<file path="src/rtl/sdr_frame_monitor.sv">
module sdr_frame_monitor #(
  parameter logic [6:0] BCAST_ADDR = 7'h7E
) (
  input  logic       clk,
  input  logic       rst_n,
  input  logic       scl_in,
  input  logic       sda_in,
  output logic       evt_valid,
  output logic [3:0] evt_code,
  output logic [7:0] evt_data,
  output logic       evt_err
);

  localparam logic [3:0] C_START  = 4'd1;
  localparam logic [3:0] C_RSTART = 4'd2;
  localparam logic [3:0] C_STOP   = 4'd3;
  localparam logic [3:0] C_ADDR   = 4'd4;
  localparam logic [3:0] C_DATA   = 4'd5;
  localparam logic [3:0] C_ACK    = 4'd6;
  localparam logic [3:0] C_NACK   = 4'd7;
  localparam logic [3:0] C_TWR    = 4'd8;
  localparam logic [3:0] C_TRD    = 4'd9;

  typedef enum logic [2:0] {
    S_IDLE, S_ADDR, S_ACK, S_DATA, S_WPAR, S_RTB_HI, S_RTB_LO, S_WAIT
  } state_t;

  state_t     state;
  logic [1:0] scl_sy, sda_sy;
  logic       scl_q, sda_q;
  logic [7:0] shreg;
  logic [2:0] bitcnt;
  logic       sdr, rnw, tb_hi;

  wire scl_s    = scl_sy[1];
  wire sda_s    = sda_sy[1];
  wire scl_rise = scl_s & ~scl_q;
  wire scl_fall = ~scl_s & scl_q;
  wire start_c  = scl_s & scl_q & sda_q & ~sda_s;
  wire stop_c   = scl_s & scl_q & ~sda_q & sda_s;
  wire [7:0] nxt_byte  = {shreg[6:0], sda_s};
  wire       byte_done = scl_rise && (bitcnt == 3'd7);

  always_ff @(posedge clk or negedge rst_n) begin
    if (!rst_n) begin
      scl_sy <= 2'b11;
      sda_sy <= 2'b11;
      scl_q  <= 1'b1;
      sda_q  <= 1'b1;
    end else begin
      scl_sy <= {scl_sy[0], scl_in};
      sda_sy <= {sda_sy[0], sda_in};
      scl_q  <= scl_s;
      sda_q  <= sda_s;
    end
  end

  always_ff @(posedge clk or negedge rst_n) begin
    if (!rst_n) begin
      state     <= S_IDLE;
      shreg     <= '0;
      bitcnt    <= '0;
      sdr       <= 1'b0;
      rnw       <= 1'b0;
      tb_hi     <= 1'b0;
      evt_valid <= 1'b0;
      evt_code  <= '0;
      evt_data  <= '0;
      evt_err   <= 1'b0;
    end else begin
      evt_valid <= 1'b0;
      evt_err   <= 1'b0;
      if (start_c) begin
        evt_valid <= 1'b1;
        evt_code  <= (state == S_IDLE) ? C_START : C_RSTART;
        evt_data  <= '0;
        state     <= S_ADDR;
        bitcnt    <= '0;
      end else if (stop_c) begin
        evt_valid <= 1'b1;
        evt_code  <= C_STOP;
        evt_data  <= '0;
        state     <= S_IDLE;
        bitcnt    <= '0;
        sdr       <= 1'b0;
        rnw       <= 1'b0;
      end else begin
        case (state)
          S_ADDR, S_DATA: if (scl_rise) begin
            shreg  <= nxt_byte;
            bitcnt <= bitcnt + 3'd1;
            if (byte_done) begin
              evt_valid <= 1'b1;
              evt_data  <= nxt_byte;
              if (state == S_ADDR) begin
                evt_code <= C_ADDR;
                rnw      <= nxt_byte[0];
                if (nxt_byte[7:1] == BCAST_ADDR) sdr <= 1'b1;
                state    <= S_ACK;
              end else begin
                evt_code <= C_DATA;
                if (!sdr)     state <= S_ACK;
                else if (rnw) state <= S_RTB_HI;
                else          state <= S_WPAR;
              end
            end
          end
          S_ACK: if (scl_rise) begin
            evt_valid <= 1'b1;
            evt_code  <= sda_s ? C_NACK : C_ACK;
            evt_data  <= '0;
            state     <= sda_s ? S_WAIT : S_DATA;
          end
          S_WPAR: if (scl_rise) begin
            evt_valid <= 1'b1;
            evt_code  <= C_TWR;
            evt_data  <= {7'd0, sda_s};
            evt_err   <= ~(^shreg ^ sda_s);
            state     <= S_DATA;
          end
          S_RTB_HI: if (scl_rise) begin
            tb_hi <= sda_s;
            state <= S_RTB_LO;
          end
          S_RTB_LO: if (scl_fall) begin
            evt_valid <= 1'b1;
            evt_code  <= C_TRD;
            evt_data  <= {6'd0, tb_hi, sda_s};
            state     <= (tb_hi && sda_s) ? S_DATA : S_WAIT;
          end
          default: ;
        endcase
      end
    end
  end

  AST_START_EVT: assert property (@(posedge clk) disable iff (!rst_n)
    start_c |=> evt_valid && (evt_code == C_START || evt_code == C_RSTART));
  AST_RSTART_OPEN: assert property (@(posedge clk) disable iff (!rst_n)
    (start_c && state != S_IDLE) |=> evt_code == C_RSTART);
  AST_STOP_EVT: assert property (@(posedge clk) disable iff (!rst_n)
    stop_c |=> evt_valid && evt_code == C_STOP);
  AST_SDR_NO_ACK: assert property (@(posedge clk) disable iff (!rst_n)
    (sdr && state == S_DATA && byte_done && !start_c && !stop_c) |=> evt_code == C_DATA && state != S_ACK);
  AST_ERR_ON_TWR: assert property (@(posedge clk) disable iff (!rst_n)
    evt_err |-> evt_valid && evt_code == C_TWR);
  AST_TRD_IN_SDR: assert property (@(posedge clk) disable iff (!rst_n)
    (evt_valid && evt_code == C_TRD) |-> sdr);
  AST_PULSE: assert property (@(posedge clk) disable iff (!rst_n)
    evt_valid |=> !evt_valid);

endmodule

</file>
<file path="config.mk">
export PLATFORM = sky130hd
export DESIGN_NAME = sdr_frame_monitor
export DESIGN_NICKNAME = d
export VERILOG_FILES = /design/src/rtl/sdr_frame_monitor.sv
export SDC_FILE = /design/constraint.sdc
export NUM_CORES = 1
export LEC_CHECK = 0
export BUFFER_PORTS_ARGS = -buffer_cell sky130_fd_sc_hd__buf_2
export CORE_MARGIN = 4
export CORE_UTILIZATION = 28
export DETAILED_ROUTE_END_ITERATION = 10
export PLACE_DENSITY = 0.51
export SETUP_SLACK_MARGIN = 0.05
export SLEW_MARGIN = 20
export SYNTH_ARGS = -nofsm -noshare
export SYNTH_HDL_FRONTEND = slang
export SYNTH_SLANG_ARGS = --single-unit
</file>
<file path="constraint.sdc">
create_clock -name clk -period 2.1 [get_ports clk]
set_input_delay 0.21 -clock clk [delete_from_list [all_inputs] [get_ports clk]]
set_output_delay 0.21 -clock clk [all_outputs]
set_load 0.02 [all_outputs]
</file>
After elaboration in Yosys (flattened, before gate mapping)

Index checks and enable logic that the tools add are counted.

Register bits: 37
Output and inout bits: 14
Logic and storage cells: 125

Mux-type cells: 59
Equality and inequality tests: 14
Bitwise operators: 15
Reduce and logical (&&, ||, !) cells: 22
Add/sub/neg operators: 1

Operator list:

| kind                                          | count |
|---|---|
| two-way mux 8 bit                             | 7 |
| two-way mux 3 bit                             | 16 |
| one-hot mux 8 bit (4 select lines)            | 1 |
| two-way mux 4 bit                             | 7 |
| two-way mux 1 bit                             | 24 |
| != test 4 bit, second input constant          | 6 |
| one-hot mux 4 bit (4 select lines)            | 1 |
| one-hot mux 3 bit (5 select lines)            | 1 |
| == test 3 bit, second input constant          | 4 |
| AND reduction 6 bit                           | 2 |
| nonzero test 2 bit                            | 5 |
| AND reduction 4 bit                           | 2 |
| XOR reduction 8 bit                           | 1 |
| AND 1 bit                                     | 7 |
| == test 7 bit, second input constant          | 1 |
| NOT 1 bit                                     | 7 |
| AND reduction 7 bit                           | 1 |
| nonzero test 7 bit                            | 1 |
| == test 3 x 2 -> 1 bit, second input constant | 2 |
| nonzero test 3 bit                            | 2 |
| nonzero test 6 bit                            | 1 |
| AND reduction 5 bit                           | 1 |
| OR reduction 2 bit                            | 2 |
| adder 3 x 1 -> 3 bit, second input constant   | 1 |
| 7 further kinds                               | 8 |

Logic depth before layout (Yosys ltp)

Depth in word-level cells: 8
Mapped depth: 8

Worst setup path after synthesis

Ideal clock, no wire load.

Kind: reg2reg
From: reg bitcnt[0]
To: reg evt_code[3]
Path slack: 0.332 ns
Data arrival time: 1.643 ns
Library setup time: 0.125 ns
Stages on the path, launching flop included: 9
Cells stage by stage: dfrtp_1 > ha_1 > ha_1 > nand3b_1 > o21a_1 > buf_6 > o21a_4 > buf_6 > mux2_4

Word-level cells in the longest chain between the ends: 4

RTL lines:

| item                                 | line | text |
|---|---|---|
| from (decl)                          | 32   | `logic [2:0] bitcnt;` |
| from (signal assigned)               | 91   | `bitcnt <= bitcnt + 3'd1;` |
| == test 3 bit                        | 42   | `wire byte_done = scl_rise && (bitcnt == 3'd7);` |
| logical AND 1 bit                    | 42   |  |
| != test 4 bit (no source line)       | --   |  |
| AND reduction 6 bit (no source line) | --   |  |
| to (signal assigned)                 | 75   | `evt_code <= (state == S_IDLE) ? C_START : C_RSTART;` |
| to (signal assigned)                 | 110  | `evt_code <= sda_s ? C_NACK : C_ACK;` |
| to (decl)                            | 9    | `output logic [3:0] evt_code,` |

Every way passes these cells.
A chain may end at the register's enable or synchronous reset.

Worst setup path after layout

From: reg scl_sy[1]
To: reg evt_data[1]

Word-level cells in the longest chain between the ends: 5

RTL lines:

| item                                                                      | line   | text |
|---|---|---|
| from (decl)                                                               | 29     | `logic [1:0] scl_sy, sda_sy;` |
| from (signal assigned)                                                    | 51     | `scl_sy <= {scl_sy[0], scl_in};` |
| AND 1 bit                                                                 | 39, 40 |  |
| AND 1 bit (on tied branches) (2 in a row)                                 | 39, 40 |  |
| != test 4 bit (no source line), or another cell as far along              | --     |  |
| AND reduction 6 bit (no source line) or two-way mux 8 bit (tied branches) | --     |  |
| to (signal assigned)                                                      | 94     | `evt_data <= nxt_byte;` |
| to (signal assigned)                                                      | 117    | `evt_data <= {7'd0, sda_s};` |
| to (signal assigned)                                                      | 128    | `evt_data <= {6'd0, tb_hi, sda_s};` |
| to (decl)                                                                 | 10     | `output logic [7:0] evt_data,` |

Several ways; a longest one is shown, not always the timed one.

==> flow_summary_export.csv <==
group,metric,value,unit
layout,final_layout_size_suffix_gt1_share,29.0,%
grt,grtUsageMet2,15.4,%
layout,instances_no_fill,270,
layout,seq_area,933,sq um
cts,cts_sinks,37,
synth,yosysSeqAreaShare,49.0,%
grt,antenna_found_initial,0,
die,ioPinCount,18,
grt,grt.met1_usage,13.9,%
critical_path,slowest_stage,"dfstp_2",
grt,grt_overflow,0,
grt,grt_pass1_vias,1312,
detailed_routing,drt_iter0_markers,92,
sta,tightest_slew,0.811,ns
cts,postCtsSetupBuffers,0,
grt,grt_pass1_wl,6.81,mm
layout,antenna_cells,0,
critical_path,worst-path-buf-inv,0,
detailed_routing,antenna_left,0,
synth,synth-seq-cells,37,
critical_path,path_delay_family,"flip-flops",
placed_design,pre_cts_slack,0.260,ns
min_path,hp-class,"in2async",
critical_path,crit_chain,"and3b_1, a22oi_4, o21a_4, mux2_2",
cts,cts_max_level,2,
placed_design,gp_congestion,0.889,
critical_path,cp_max_fo,13,
cts,clockBufferDepth,2,
sta,fin_crit_sh,87.4,%
critical_path,required,2.28,ns
layout,fin_util,33.7,%
sta,period_needed,1.84,ns
sta,finalSetupTns,0,ns
power_and_ir_drop,switching_power,0.00107,W
flow_run,cap_viol_max_count,0,
synth,synth_edf_count,0,
sta,rsz0062_at_grt,"false",
power_and_ir_drop,comb_power_share,38.3,%
power_and_ir_drop,power.density,1340,mW/mm^2
die,die-area,0.00819,sq mm
layout,area_delta_synth_final,14.7,%
grt,met3_usage,2.83,%
sta,final-setup-viol-count,0,
detailed_routing,viasPerCell,4.94,
synth,syn_nets,181,
detailed_routing,drc,0,
grt,grt_start_max_net_pins,38,
placed_design,io_buffer_count,17,
critical_path,cp-start-kind,"flip-flop",
cts,cts_made_buffers,5,
power_and_ir_drop,pwr-share-seq,39.5,%
critical_path,critical_path_class,"reg2reg",
detailed_routing,vias,1335,
die,die_h,90.5,um
power_and_ir_drop,p_leak,1.03,nW
critical_path,reg2reg_slack,0.26,ns
sta,maxSlewHeadroom,45.9,%
power_and_ir_drop,max-vdd-ir-drop,0.338,mV
placed_design,place_inst,262,
cts,clockRootBuffer,"clkbuf_8",
layout,n_fill_cell,639,
cts,cts.reportedPaths.clkPinSlew,0.07,ns
cts,post_cts_resized,0,
synth,avgSynthCellArea,11.1,sq um
status,outcome,"finished, final reports clean",
layout,final_nets,201,
sta,max_freq,545,MHz
detailed_routing,avgRoutedWirePerCell,15.1,um
synth,synth_flop_cell,"dfrtp_1",
sta,drv_slew,0,
synth,async_flop_share,100,%
synth,yosysWarnings,0,
die,die_x,90.5,um
cts,cts_tree,"done",
power_and_ir_drop,switching_share,36.7,%
critical_path,critPathMaxStageDelay,0.61,ns
die,core_region_area,0.00649,sq mm
die,initial_core_util,29.4,%
synth,synth_area,0.00191,sq mm
power_and_ir_drop,intPower,0.00185,W
detailed_routing,drt-pass1-iter-count,5,
die,num_rows,29,
sta,hold_viol,0,
critical_path,cp-end-kind,"flip-flop",
sta,fin_worst_skew,0.00833,ns
grt,grt.total_usage,10.5,%
synth,ys_types,46,
cts,cts_hold_buf,0,
sta,holdWs,0.00996,ns
power_and_ir_drop,clock_power_share,22.2,%
grt,grt-busiest-layer,"met2",
placed_design,dp_hpwl,3.00,mm
layout,multi_input_area,877,sq um
detailed_routing,wl,4.09,mm
cts,clk_latency,0.29,ns
critical_path,arrival,2.01,ns
synth,synthCells,172,
sta,setup_slack,0.264,ns
## registers in the layout, indices dropped and copies added (netlist names), 2 cells and up
| signal | count |
|---|---|
| evt_data | 8 |
| bitcnt | 3 |
| state | 3 |
| scl_sy | 2 |
| sda_sy | 2 |
| shreg | 8 |
| evt_code | 4 |
## layout by cell type, fill, tap and decap left out, drive strengths merged, types with 5 or more instances in the layout
cell type  synthesis  routed
dfrtp             31      31
xnor2              6       6
ha                 5       5
o211ai             7       7
a21oi              5       5
nand2             10      10
dfstp              6       6
clkbuf             2       6
mux2              13      13
buf                9      24
o21ai             10      10
nor2               9       9
inv                6       6
## per-stage QoR
stage          power [W]  instance area [sq um]
6_report         0.00293                   2190
5_1_grt          0.00313                   2190
4_1_cts          0.00296                   2190
3_5_place_dp     0.00230                   2070
3_3_place_gp     0.00231                   2070
2_1_floorplan    0.00196                   1910
## per-layer routing
layer  wire length, um  part of all wire [%]  vias to the layer above
met5                 0                     0                        -
li1                  -                     -                      652
met2              1870                    46                       31
met4               113                   2.8                        0
met1              1900                    46                      644
met3               208                   5.1                        8
## worst register-to-register path, delay by kind of cell, from the launching register on
kind	cells	cell delay [ns]
flops	1	0.61
compound gates	2	0.53
mux	1	0.35
simple gates	1	0.24
## Yosys cell counts (4+ instances only)
| cell | number | share of area (%) |
|---|---|---|
| a21oi_1 | 5 | 1.3 |
| and3_1 | 4 | 1.3 |
| buf_2 | 5 | 1.3 |
| dfrtp_1 | 31 | 41 |
| dfstp_2 | 6 | 8.3 |
| ha_1 | 5 | 3.3 |
| inv_1 | 6 | 1.2 |
| mux2_2 | 12 | 7.1 |
| nand2_1 | 10 | 2.0 |
| nand2b_1 | 4 | 1.3 |
| nor2_1 | 9 | 1.8 |
| nor2b_1 | 4 | 1.3 |
| o211ai_1 | 7 | 2.8 |
| o21ai_0 | 10 | 2.6 |
| xnor2_1 | 6 | 2.8 |
## power by group through the flow
stage	clock (W)	combinational (W)	sequential, W
after floorplan	0	0.000775	0.00118
after global placement	0	0.00114	0.00118
after detailed placement	0	0.00113	0.00117
after CTS	0.000672	0.00114	0.00116
after global routing	0.000706	0.00124	0.00119
final	0.000650	0.00112	0.00115
## kinds of logic after synthesis
group / Yosys count / share of synthesized area [%]
simple gates: 48 / 13.8
compound gates: 42 / 16.3
flops: 37 / 48.9
buf+inv: 17 / 5.05
mux: 15 / 8.92
xor+xnor: 8 / 3.67
fa+ha+maj: 5 / 3.28
## area by class of cell
type,instances,share of cell area [%]
clock buffers,6,3.78
clock inverters,2,1.72
inverters,6,1.03
multi-input cells,118,40.1
flip-flops and latches,37,42.7
well taps,77,4.41
repair buffers,24,6.29
## path summary, 6_finish.rpt
path | start | to | depth (start not counted)
min | rst_n | tb_hi$_DFFE_PN0P_ | 1
max | scl_sy[1]$_DFF_PN1_ | evt_data[1]$_DFFE_PN0P_ | 4
max reg2reg | scl_sy[1]$_DFF_PN1_ | evt_data[1]$_DFFE_PN0P_ | 4
min in group clk | sda_in | sda_sy[0]$_DFF_PN1_ | 1
max in group asynchronous | rst_n | state[1]$_DFFE_PN0P_ | 1
min reg2reg | scl_sy[0]$_DFF_PN1_ | scl_sy[1]$_DFF_PN1_ | 0
No activity file was read; power rests on OpenSTA's default activity.
